==> src/rtl/cdma_pkg.sv <==
package cdma_pkg;
  typedef enum logic [2:0] {
    S_IDLE, S_FIN, S_RD, S_EGO, S_EWAIT, S_WR
  } seq_state_e;

  typedef struct packed {
    logic [1:0] coh;
    logic       cbc;
    logic       dec;
    logic       key_sel;
  } ctx_ctrl_t;

  localparam int unsigned NCTX     = 2;
  localparam int unsigned WA_CTX_B = 4;
  localparam int unsigned WA_IV    = 8;
  localparam int unsigned WA_CMD   = 12;
  localparam int unsigned WA_CLR   = 13;
  localparam int unsigned WA_MASK  = 14;
endpackage

==> src/rtl/cdma_regs.sv <==
module cdma_regs
  import cdma_pkg::*;
#(
  parameter int unsigned AW        = 32,
  parameter int unsigned LW        = 32,
  parameter int unsigned DW        = 128,
  parameter int unsigned BLK_BYTES = 16
) (
  input  logic            clk_i,
  input  logic            rst_ni,
  input  logic            we_i,
  input  logic [3:0]      addr_i,
  input  logic [31:0]     wdata_i,
  input  logic            pick_i,
  input  logic            pick_ctx_i,
  input  logic            fin_i,
  input  logic            fin_ctx_i,
  output logic [AW-1:0]   src_o  [NCTX],
  output logic [AW-1:0]   dst_o  [NCTX],
  output logic [LW-1:0]   len_o  [NCTX],
  output ctx_ctrl_t       ctrl_o [NCTX],
  output logic [DW-1:0]   iv_o,
  output logic [NCTX-1:0] pend_o,
  output logic [NCTX-1:0] done_o,
  output logic            irq_o
);
  localparam int unsigned OFS   = $clog2(BLK_BYTES);
  localparam int unsigned IV_WN = DW / 32;
  localparam int unsigned CW    = $bits(ctx_ctrl_t);

  logic [NCTX-1:0] mask_q;

  for (genvar c = 0; c < NCTX; c++) begin : g_ctx
    localparam logic [3:0] BASE = 4'(c * WA_CTX_B);
    always_ff @(posedge clk_i or negedge rst_ni) begin
      if (!rst_ni) begin
        src_o[c]  <= '0;
        dst_o[c]  <= '0;
        len_o[c]  <= '0;
        ctrl_o[c] <= '0;
        pend_o[c] <= 1'b0;
        done_o[c] <= 1'b0;
      end else begin
        if (we_i && addr_i == BASE)      src_o[c]  <= {wdata_i[AW-1:OFS], OFS'(0)};
        if (we_i && addr_i == BASE + 1)  dst_o[c]  <= {wdata_i[AW-1:OFS], OFS'(0)};
        if (we_i && addr_i == BASE + 2)  len_o[c]  <= {wdata_i[LW-1:OFS], OFS'(0)};
        if (we_i && addr_i == BASE + 3)  ctrl_o[c] <= wdata_i[CW-1:0];
        pend_o[c] <= (pend_o[c] && !(pick_i && pick_ctx_i == c[0]))
                   || (we_i && addr_i == 4'(WA_CMD) && wdata_i[c]);
        // a finishing job wins over a same-cycle clear
        done_o[c] <= (done_o[c] && !(we_i && addr_i == 4'(WA_CLR) && wdata_i[c]))
                   || (fin_i && fin_ctx_i == c[0]);
      end
    end
  end

  for (genvar w = 0; w < IV_WN; w++) begin : g_iv
    always_ff @(posedge clk_i or negedge rst_ni) begin
      if (!rst_ni) iv_o[w*32 +: 32] <= '0;
      else if (we_i && addr_i == 4'(WA_IV + w)) iv_o[w*32 +: 32] <= wdata_i;
    end
  end

  always_ff @(posedge clk_i or negedge rst_ni) begin
    if (!rst_ni) mask_q <= '0;
    else if (we_i && addr_i == 4'(WA_MASK)) mask_q <= wdata_i[NCTX-1:0];
  end

  assign irq_o = |(done_o & mask_q);
endmodule

==> src/rtl/cdma_fsm.sv <==
module cdma_fsm
  import cdma_pkg::*;
#(
  parameter int unsigned AW        = 32,
  parameter int unsigned LW        = 32,
  parameter int unsigned BLK_BYTES = 16
) (
  input  logic            clk_i,
  input  logic            rst_ni,
  input  logic [NCTX-1:0] pend_i,
  input  logic [AW-1:0]   src_i [NCTX],
  input  logic [AW-1:0]   dst_i [NCTX],
  input  logic [LW-1:0]   len_i [NCTX],
  input  logic            mem_ack_i,
  input  logic            eng_done_i,
  output logic            ctx_o,
  output logic            pick_o,
  output logic            pick_ctx_o,
  output logic            fin_o,
  output logic            mem_req_o,
  output logic            mem_we_o,
  output logic [AW-1:0]   mem_addr_o,
  output logic            rd_cap_o,
  output logic            eng_start_o,
  output logic            eng_cap_o
);
  localparam int unsigned OFS = $clog2(BLK_BYTES);
  localparam int unsigned CNT = LW - OFS;

  seq_state_e     state_q;
  logic [AW-1:0]  src_q, dst_q;
  logic [CNT-1:0] rem_q, rem_n;

  assign pick_o     = (state_q == S_IDLE) && |pend_i;
  assign pick_ctx_o = ~pend_i[0];  // A first
  assign rem_n      = len_i[pick_ctx_o][LW-1:OFS];

  always_ff @(posedge clk_i or negedge rst_ni) begin
    if (!rst_ni) begin
      state_q <= S_IDLE;
      ctx_o   <= 1'b0;
      src_q   <= '0;
      dst_q   <= '0;
      rem_q   <= '0;
    end else begin
      unique case (state_q)
        S_IDLE: if (pick_o) begin
          ctx_o   <= pick_ctx_o;
          src_q   <= src_i[pick_ctx_o];
          dst_q   <= dst_i[pick_ctx_o];
          rem_q   <= rem_n;
          state_q <= (rem_n == '0) ? S_FIN : S_RD;
        end
        S_FIN: state_q <= S_IDLE;
        S_RD: if (mem_ack_i) begin
          src_q   <= src_q + AW'(BLK_BYTES);
          state_q <= S_EGO;
        end
        S_EGO:   state_q <= S_EWAIT;
        S_EWAIT: if (eng_done_i) state_q <= S_WR;
        S_WR: if (mem_ack_i) begin
          dst_q   <= dst_q + AW'(BLK_BYTES);
          rem_q   <= rem_q - 1'b1;
          state_q <= (rem_q == CNT'(1)) ? S_FIN : S_RD;
        end
        default: state_q <= S_IDLE;
      endcase
    end
  end

  assign fin_o       = (state_q == S_FIN);
  assign mem_req_o   = (state_q == S_RD) || (state_q == S_WR);
  assign mem_we_o    = (state_q == S_WR);
  assign mem_addr_o  = mem_we_o ? dst_q : src_q;
  assign rd_cap_o    = (state_q == S_RD) && mem_ack_i;
  assign eng_start_o = (state_q == S_EGO);
  assign eng_cap_o   = (state_q == S_EWAIT) && eng_done_i;
endmodule

==> src/rtl/cdma_chain.sv <==
module cdma_chain #(
  parameter int unsigned DW = 128
) (
  input  logic          clk_i,
  input  logic          rst_ni,
  input  logic [DW-1:0] iv_i,
  input  logic          load_i,
  input  logic          cbc_i,
  input  logic          dec_i,
  input  logic          rd_cap_i,
  input  logic [DW-1:0] rdata_i,
  input  logic          eng_cap_i,
  input  logic [DW-1:0] eng_res_i,
  output logic [DW-1:0] eng_in_o,
  output logic [DW-1:0] wdata_o
);
  logic [DW-1:0] chain_q, blk_q;

  always_ff @(posedge clk_i or negedge rst_ni) begin
    if (!rst_ni) begin
      chain_q <= '0;
      blk_q   <= '0;
      wdata_o <= '0;
    end else begin
      if (load_i)   chain_q <= iv_i;
      if (rd_cap_i) blk_q   <= rdata_i;
      if (eng_cap_i) begin
        wdata_o <= (cbc_i && dec_i) ? (eng_res_i ^ chain_q) : eng_res_i;
        // chain always follows the ciphertext side
        if (cbc_i) chain_q <= dec_i ? blk_q : eng_res_i;
      end
    end
  end

  assign eng_in_o = (cbc_i && !dec_i) ? (blk_q ^ chain_q) : blk_q;
endmodule

==> src/rtl/cipher_dma_seq.sv <==
module cipher_dma_seq
  import cdma_pkg::*;
#(
  parameter int unsigned AW        = 32,
  parameter int unsigned LW        = 32,
  parameter int unsigned DW        = 128,
  parameter int unsigned BLK_BYTES = 16
) (
  input  logic          clk_i,
  input  logic          rst_ni,
  input  logic          reg_we_i,
  input  logic [3:0]    reg_addr_i,
  input  logic [31:0]   reg_wdata_i,
  output logic [1:0]    done_o,
  output logic          irq_o,
  output logic          mem_req_o,
  output logic          mem_we_o,
  output logic [AW-1:0] mem_addr_o,
  output logic [DW-1:0] mem_wdata_o,
  output logic [1:0]    mem_coh_o,
  input  logic          mem_ack_i,
  input  logic [DW-1:0] mem_rdata_i,
  output logic          eng_start_o,
  output logic          eng_key_sel_o,
  output logic          eng_decrypt_o,
  output logic [DW-1:0] eng_data_o,
  input  logic          eng_done_i,
  input  logic [DW-1:0] eng_data_i
);
  logic [AW-1:0]   src_w  [NCTX];
  logic [AW-1:0]   dst_w  [NCTX];
  logic [LW-1:0]   len_w  [NCTX];
  ctx_ctrl_t       ctrl_w [NCTX];
  ctx_ctrl_t       act_ctrl;
  logic [DW-1:0]   iv_w;
  logic [NCTX-1:0] pend_w;
  logic ctx_w, pick_w, pick_ctx_w, fin_w, rd_cap_w, eng_cap_w;

  cdma_regs #(.AW(AW), .LW(LW), .DW(DW), .BLK_BYTES(BLK_BYTES)) u_regs (
    .clk_i, .rst_ni,
    .we_i(reg_we_i), .addr_i(reg_addr_i), .wdata_i(reg_wdata_i),
    .pick_i(pick_w), .pick_ctx_i(pick_ctx_w),
    .fin_i(fin_w), .fin_ctx_i(ctx_w),
    .src_o(src_w), .dst_o(dst_w), .len_o(len_w), .ctrl_o(ctrl_w),
    .iv_o(iv_w), .pend_o(pend_w), .done_o(done_o), .irq_o(irq_o)
  );

  cdma_fsm #(.AW(AW), .LW(LW), .BLK_BYTES(BLK_BYTES)) u_fsm (
    .clk_i, .rst_ni,
    .pend_i(pend_w), .src_i(src_w), .dst_i(dst_w), .len_i(len_w),
    .mem_ack_i, .eng_done_i,
    .ctx_o(ctx_w), .pick_o(pick_w), .pick_ctx_o(pick_ctx_w), .fin_o(fin_w),
    .mem_req_o, .mem_we_o, .mem_addr_o,
    .rd_cap_o(rd_cap_w), .eng_start_o, .eng_cap_o(eng_cap_w)
  );

  assign act_ctrl = ctrl_w[ctx_w];

  cdma_chain #(.DW(DW)) u_chain (
    .clk_i, .rst_ni,
    .iv_i(iv_w), .load_i(pick_w),
    .cbc_i(act_ctrl.cbc), .dec_i(act_ctrl.dec),
    .rd_cap_i(rd_cap_w), .rdata_i(mem_rdata_i),
    .eng_cap_i(eng_cap_w), .eng_res_i(eng_data_i),
    .eng_in_o(eng_data_o), .wdata_o(mem_wdata_o)
  );

  assign mem_coh_o     = act_ctrl.coh;
  assign eng_key_sel_o = act_ctrl.key_sel;
  assign eng_decrypt_o = act_ctrl.dec;
endmodule

==> config.mk <==
export PLATFORM = sky130hd
export DESIGN_NAME = cipher_dma_seq
export DESIGN_NICKNAME = d
export VERILOG_FILES = /design/src/rtl/cdma_pkg.sv /design/src/rtl/cdma_regs.sv /design/src/rtl/cdma_fsm.sv /design/src/rtl/cdma_chain.sv /design/src/rtl/cipher_dma_seq.sv
export SDC_FILE = /design/constraint.sdc
export NUM_CORES = 2
export LEC_CHECK = 0
export BUFFER_PORTS_ARGS = -buffer_cell sky130_fd_sc_hd__buf_2
export CAP_MARGIN = 5
export CORE_ASPECT_RATIO = 1.2
export CORE_MARGIN = 1.5
export CORE_UTILIZATION = 35
export CTS_BUF_LIST = sky130_fd_sc_hd__clkbuf_16
export DETAILED_ROUTE_END_ITERATION = 6
export SLEW_MARGIN = 20
export SYNTH_ARGS = -nofsm -noshare
export SYNTH_HDL_FRONTEND = slang
export SYNTH_HIERARCHICAL = 1
export SYNTH_SLANG_ARGS = --single-unit
export TNS_END_PERCENT = 1
==> constraint.sdc <==
create_clock -name clk_i -period 6.6 [get_ports clk_i]
set_input_delay 1.65 -clock clk_i [delete_from_list [all_inputs] [get_ports clk_i]]
set_output_delay 1.65 -clock clk_i [all_outputs]
set_load 0.03 [all_outputs]
* Yosys cells after proc, flatten, opt, wreduce, memory -nomap -nowiden
Cells that the tools add are included.
Storage, ports and cells: logic and storage cells 155, bits in registers 792, output and inout port bits 298, bits of input ports 297
Cells by class: muxes and demuxes 35, reductions and logical operators 53, bitwise operators 7, add/sub/neg operators 3, magnitude comparators 2, equality and inequality tests 24
Operator list (count):
- $mux 128 | 6
- $mux 32 | 14
- $xor 128x128->128 | 2
- $pmux 32 s2 | 2
- $add 32x5->32 const B | 2
- $mux 28 | 2
- $pmux 28 s2 | 1
- $logic_and 1x1->1 | 32
- $eq 28x1->1 const B | 1
- $eq 4x4->1 const B | 7
- $logic_not 28->1 | 1
- $sub 28x1->28 const B | 1
- $eq 4x3->1 const B | 4
- $mux 5 | 3
- $pmux 3 s5 | 1
- $mux 3 | 4
- $eq 4x2->1 const B | 2
- $ne 2x2->1 const B | 4
- $eq 3x2->1 const B | 2
- $eq 3x3->1 const B | 2
- $reduce_and 3->1 | 2
- $logic_not 1->1 | 5
- $logic_or 1x1->1 | 5
- $eq 4x1->1 const B | 1
- other kinds (12) | 18

* Depth between registers and ports, before layout
word-level depth 9, mapped depth 9, depth with buffers taken out 7

* Cells and area by module
The synthesis kept the hierarchy.
Modules (own cells, without submodules):
- cdma_chain | cells an instance 1950, seq. area each 9609.2 sq um, area an instance 20005.4 sq um, instances 1
- cdma_regs | cells an instance 736, seq. area each 7807.5 sq um, area an instance 11987.7 sq um, instances 1
- cdma_fsm | cells an instance 949, seq. area each 2402.3 sq um, area an instance 7368.3 sq um, instances 1
- cipher_dma_seq | cells an instance 7, seq. area each 0.0 sq um, area an instance 71.3 sq um, instances 1

* Least setup slack after synthesis
OpenSTA, ideal clock, no wires.
path type reg2out, from reg u_fsm.state_q[0], to out mem_addr_o[18], cell stages (with the launch flop) 9, setup slack 2.738 ns, data required time 4.950 ns, arrival 2.212 ns, buffers on the path 4, cells stage by stage dfrtp_1 > clkbuf_1 > nand3b_1 > inv_1 > clkbuf_1 > buf_2 > buf_1 > nand2_1 > nand2_1
Between the ends: longest elaborated chain between the ends 2
RTL lines:
- from (decl) | RTL line cdma_fsm.sv:30 | seq_state_e state_q;
- from (signal assigned) | RTL line cdma_fsm.sv:52 | state_q <= (rem_n == '0) ? S_FIN : S_RD;
- from (signal assigned) | RTL line cdma_fsm.sv:64 | state_q <= (rem_q == CNT'(1)) ? S_FIN : S_RD;
- $eq 3x3->1 | RTL line cdma_fsm.sv:73 | assign mem_we_o = (state_q == S_WR);
- named net mem_we_o | RTL line cipher_dma_seq.sv:17 | output logic mem_we_o,
- $mux 32 | RTL line cdma_fsm.sv:74 | assign mem_addr_o = mem_we_o ? dst_q : src_q;
- to (decl) | RTL line cipher_dma_seq.sv:18 | output logic [AW-1:0] mem_addr_o,
The timed path passes the listed nets, and every way through them passes these cells.

==> results.json <==
{
  "status": "complete, no violations",
  "grtUsageTotal_pct": 23.27,
  "core-area_um2": 111300,
  "hp-start": "u_fsm/dst_q[2]",
  "cpMaxStageDelayCell": "mux2_8",
  "place.gp.congestion": 0.8958,
  "syn_area_um2": 39370,
  "path_cells": "mux2_8 > nor2b_4 > buf_12 > nand2_1 > xnor2_1 > buf_2",
  "cell_internal_pwr_mw": 13.18,
  "yosysWarnings": 6,
  "io_pins": 595,
  "powerDensity_nw_per_um2": 514.1,
  "vias_per_cell": 5.305,
  "ant_nets": 0,
  "min_period_ns": 5.292,
  "antenna_found_initial": 42,
  "die_y_um": 370.4,
  "dr_total_vias": 29994,
  "drt_iter0_drc": 2075,
  "slowest_delay_ns": 0.54,
  "die_area_um2": 114500,
  "nets": 4378,
  "post-route-period-util_pct": 80.19,
  "cp_max_fo": 84,
  "tns_ns": 0,
  "startpoint": "u_fsm/ctx_o",
  "drive_above_1_share_pct": 30.09,
  "cts_root_buffer": "clkbuf_16",
  "cts_resized": 0,
  "p_leak_nw": 19.54,
  "grt_pass1_vias": 30061,
  "grt_first_pass_wirelength_mm": 198.3,
  "synthCells": 3634,
  "syn_to_final_growth_pct": 17.20,
  "maxSlewHeadroom_pct": 23.33,
  "hold_viol": 0,
  "p_sw_share_pct": 44.45,
  "numPortBuffers": 594,
  "fillers": 10900,
  "cts.htree.levels": 3,
  "cts_tree": "yes",
  "critPathKind": "reg -> out",
  "drcViolationCount": 0,
  "fp-row-count": 134,
  "die_w_um": 309.2,
  "crit_buf_inv": 2,
  "ir_drop_v": 0.0003765,
  "grt_overflow": 0,
  "place_worst_setup_slack_ns": 2.046,
  "maxCapViolations": 0,
  "p_switching_mw": 10.55,
  "pwr-share-comb_pct": 44.2,
  "synth_area_per_cell_um2": 10.83,
  "firstDrtPassIters": 7,
  "clkPwrFrac_pct": 19.7,
  "path_delay_family": "simple AND/OR/NAND/NOR gates",
  "clk_latency_ns": 0.71,
  "initial_utilization_pct": 35.37,
  "startpoint_type": "flop",
  "cts_setup_buffers": 0,
  "r2r_start": "u_fsm/state_q[1]",
  "cts.reportedPaths.clkPinSlew_ns": 0.06,
  "arrival_ns": 3.64,
  "finalSetupViolations": 0,
  "fmax_ghz": 0.1890,
  "worst_slack_ns": 1.308,
  "hold_path.class": "reg -> reg",
  "slew_viol_final": 0,
  "worstMarginPinSlew_ns": 1.147,
  "rsz0062_at_grt": "no",
  "dp_hpwl_mm": 89.11,
  "drt-total-wl_mm": 135.0,
  "skew_ns": 0.03856,
  "postCtsHoldBufs": 0,
  "wire_per_inst_um": 23.88,
  "cts_sinks": 792,
  "clockBufferDepth": 3,
  "required_ns": 4.95,
  "seqPwrFrac_pct": 36.0,
  "cts_buffers": 89,
  "grt_max_degree": 163,
  "crit_path_end_kind": "output port"
}
## flip-flops by register name, indices dropped and copies added, names as in the netlist
name             cells
u_chain/blk_q      128
u_chain/chain_q    128
u_chain/wdata_o    128
u_regs/iv_o        128
u_regs/dst_o        56
u_regs/len_o        56
u_regs/src_o        56
u_fsm/dst_q         32
u_fsm/src_q         32
u_fsm/rem_q         28
u_regs/ctrl_o       10
u_fsm/state_q        3
u_regs/done_o        2
u_regs/mask_q        2
u_regs/pend_o        2
u_fsm/ctx_o          1
## cells in the final DEF, fill, tap and decap left out, types with 27 or more instances in the layout
cell       count
inv_1         28
dfrtp_1      791
nor3_1        27
mux2i_1      187
nand3_1      161
nor2_1       176
xor2_1       129
o21ai_0       58
a21oi_1      343
nand2_1      307
nor4_1        28
buf_2        593
xnor2_1      128
a211oi_1     146
clkbuf_16     92
mux2_2       438
buf_4         37
nor2b_1      141
## routing by layer
| metal | track usage (%) | vias to the layer above | routed length, µm |
|---|---|---|---|
| met1 | 29.59 | 15070 | 56330 |
| li1 | - | 13726 | - |
| met2 | 38.60 | 937 | 65110 |
| met3 | 5.565 | 227 | 9278 |
| met5 | 0 | - | 204 |
| met4 | 7.947 | 34 | 4115 |
## power groups by stage
| stage | logic (mW) | clock network (mW) | registers (mW) |
|---|---|---|---|
| 4_1_cts | 10.5 | 4.80 | 8.53 |
| 2_1_floorplan | 6.94 | 0 | 8.78 |
| 3_3_place_gp | 10.4 | 0 | 8.57 |
| 5_1_grt | 11.3 | 4.98 | 8.80 |
| 3_5_place_dp | 10.5 | 0 | 8.59 |
| 6_report | 10.5 | 4.68 | 8.55 |
## per-stage QoR
| stage | util, % | cell area, µm² | total power, mW | instances | hold slack [ns] |
|---|---|---|---|---|---|
| finish | 41.45 | 46140 | 23.72 | 5654 | 0.4830 |
| global route | 41.44 | 46130 | 25.05 | 5648 | 0.5053 |
| CTS | 41.40 | 46090 | 23.87 | 5636 | 0.4834 |
| detailed placement | 39.00 | 43420 | 19.10 | 5481 | 0.4696 |
| global placement | 39.00 | 43420 | 18.95 | 5481 | 0.4600 |
| floorplan | - | 39430 | 15.72 | 3649 | 0.4497 |
## final timing paths
check	endpoint	slack [ns]	cells after the start
worst max-delay path	eng_data_o[82]	1.31	6
worst min-delay path	u_fsm/dst_q[2]	0.48	2
worst max register to register	u_chain/blk_q[87]	2.91	6
worst min register to register	u_fsm/dst_q[2]	0.48	2
max in group asynchronous	u_regs/iv_o[79]	4.13	2
min in group asynchronous	u_fsm/src_q[5]	1.00	1
## final cells by class
type | instances | area (µm²) | area share (%)
Clock buffer | 92 | 2302 | 4.989
Clock inverter | 63 | 364.1 | 0.7890
Antenna cell | 17 | 42.54 | 0.09219
Sequential cell | 792 | 19820 | 42.96
Multi-Input combinational cell | 2534 | 18180 | 39.41
Tap cell | 1496 | 1872 | 4.056
Inverter | 18 | 80.08 | 0.1735
Timing Repair Buffer | 642 | 3476 | 7.533
## tightest hold or removal path, stage by stage (launching register included)
cell and delay (ns):
dfrtp_1 0.34, nand2_1 0.05, o21ai_0 0.06
Power figures use the tool's default switching activity.
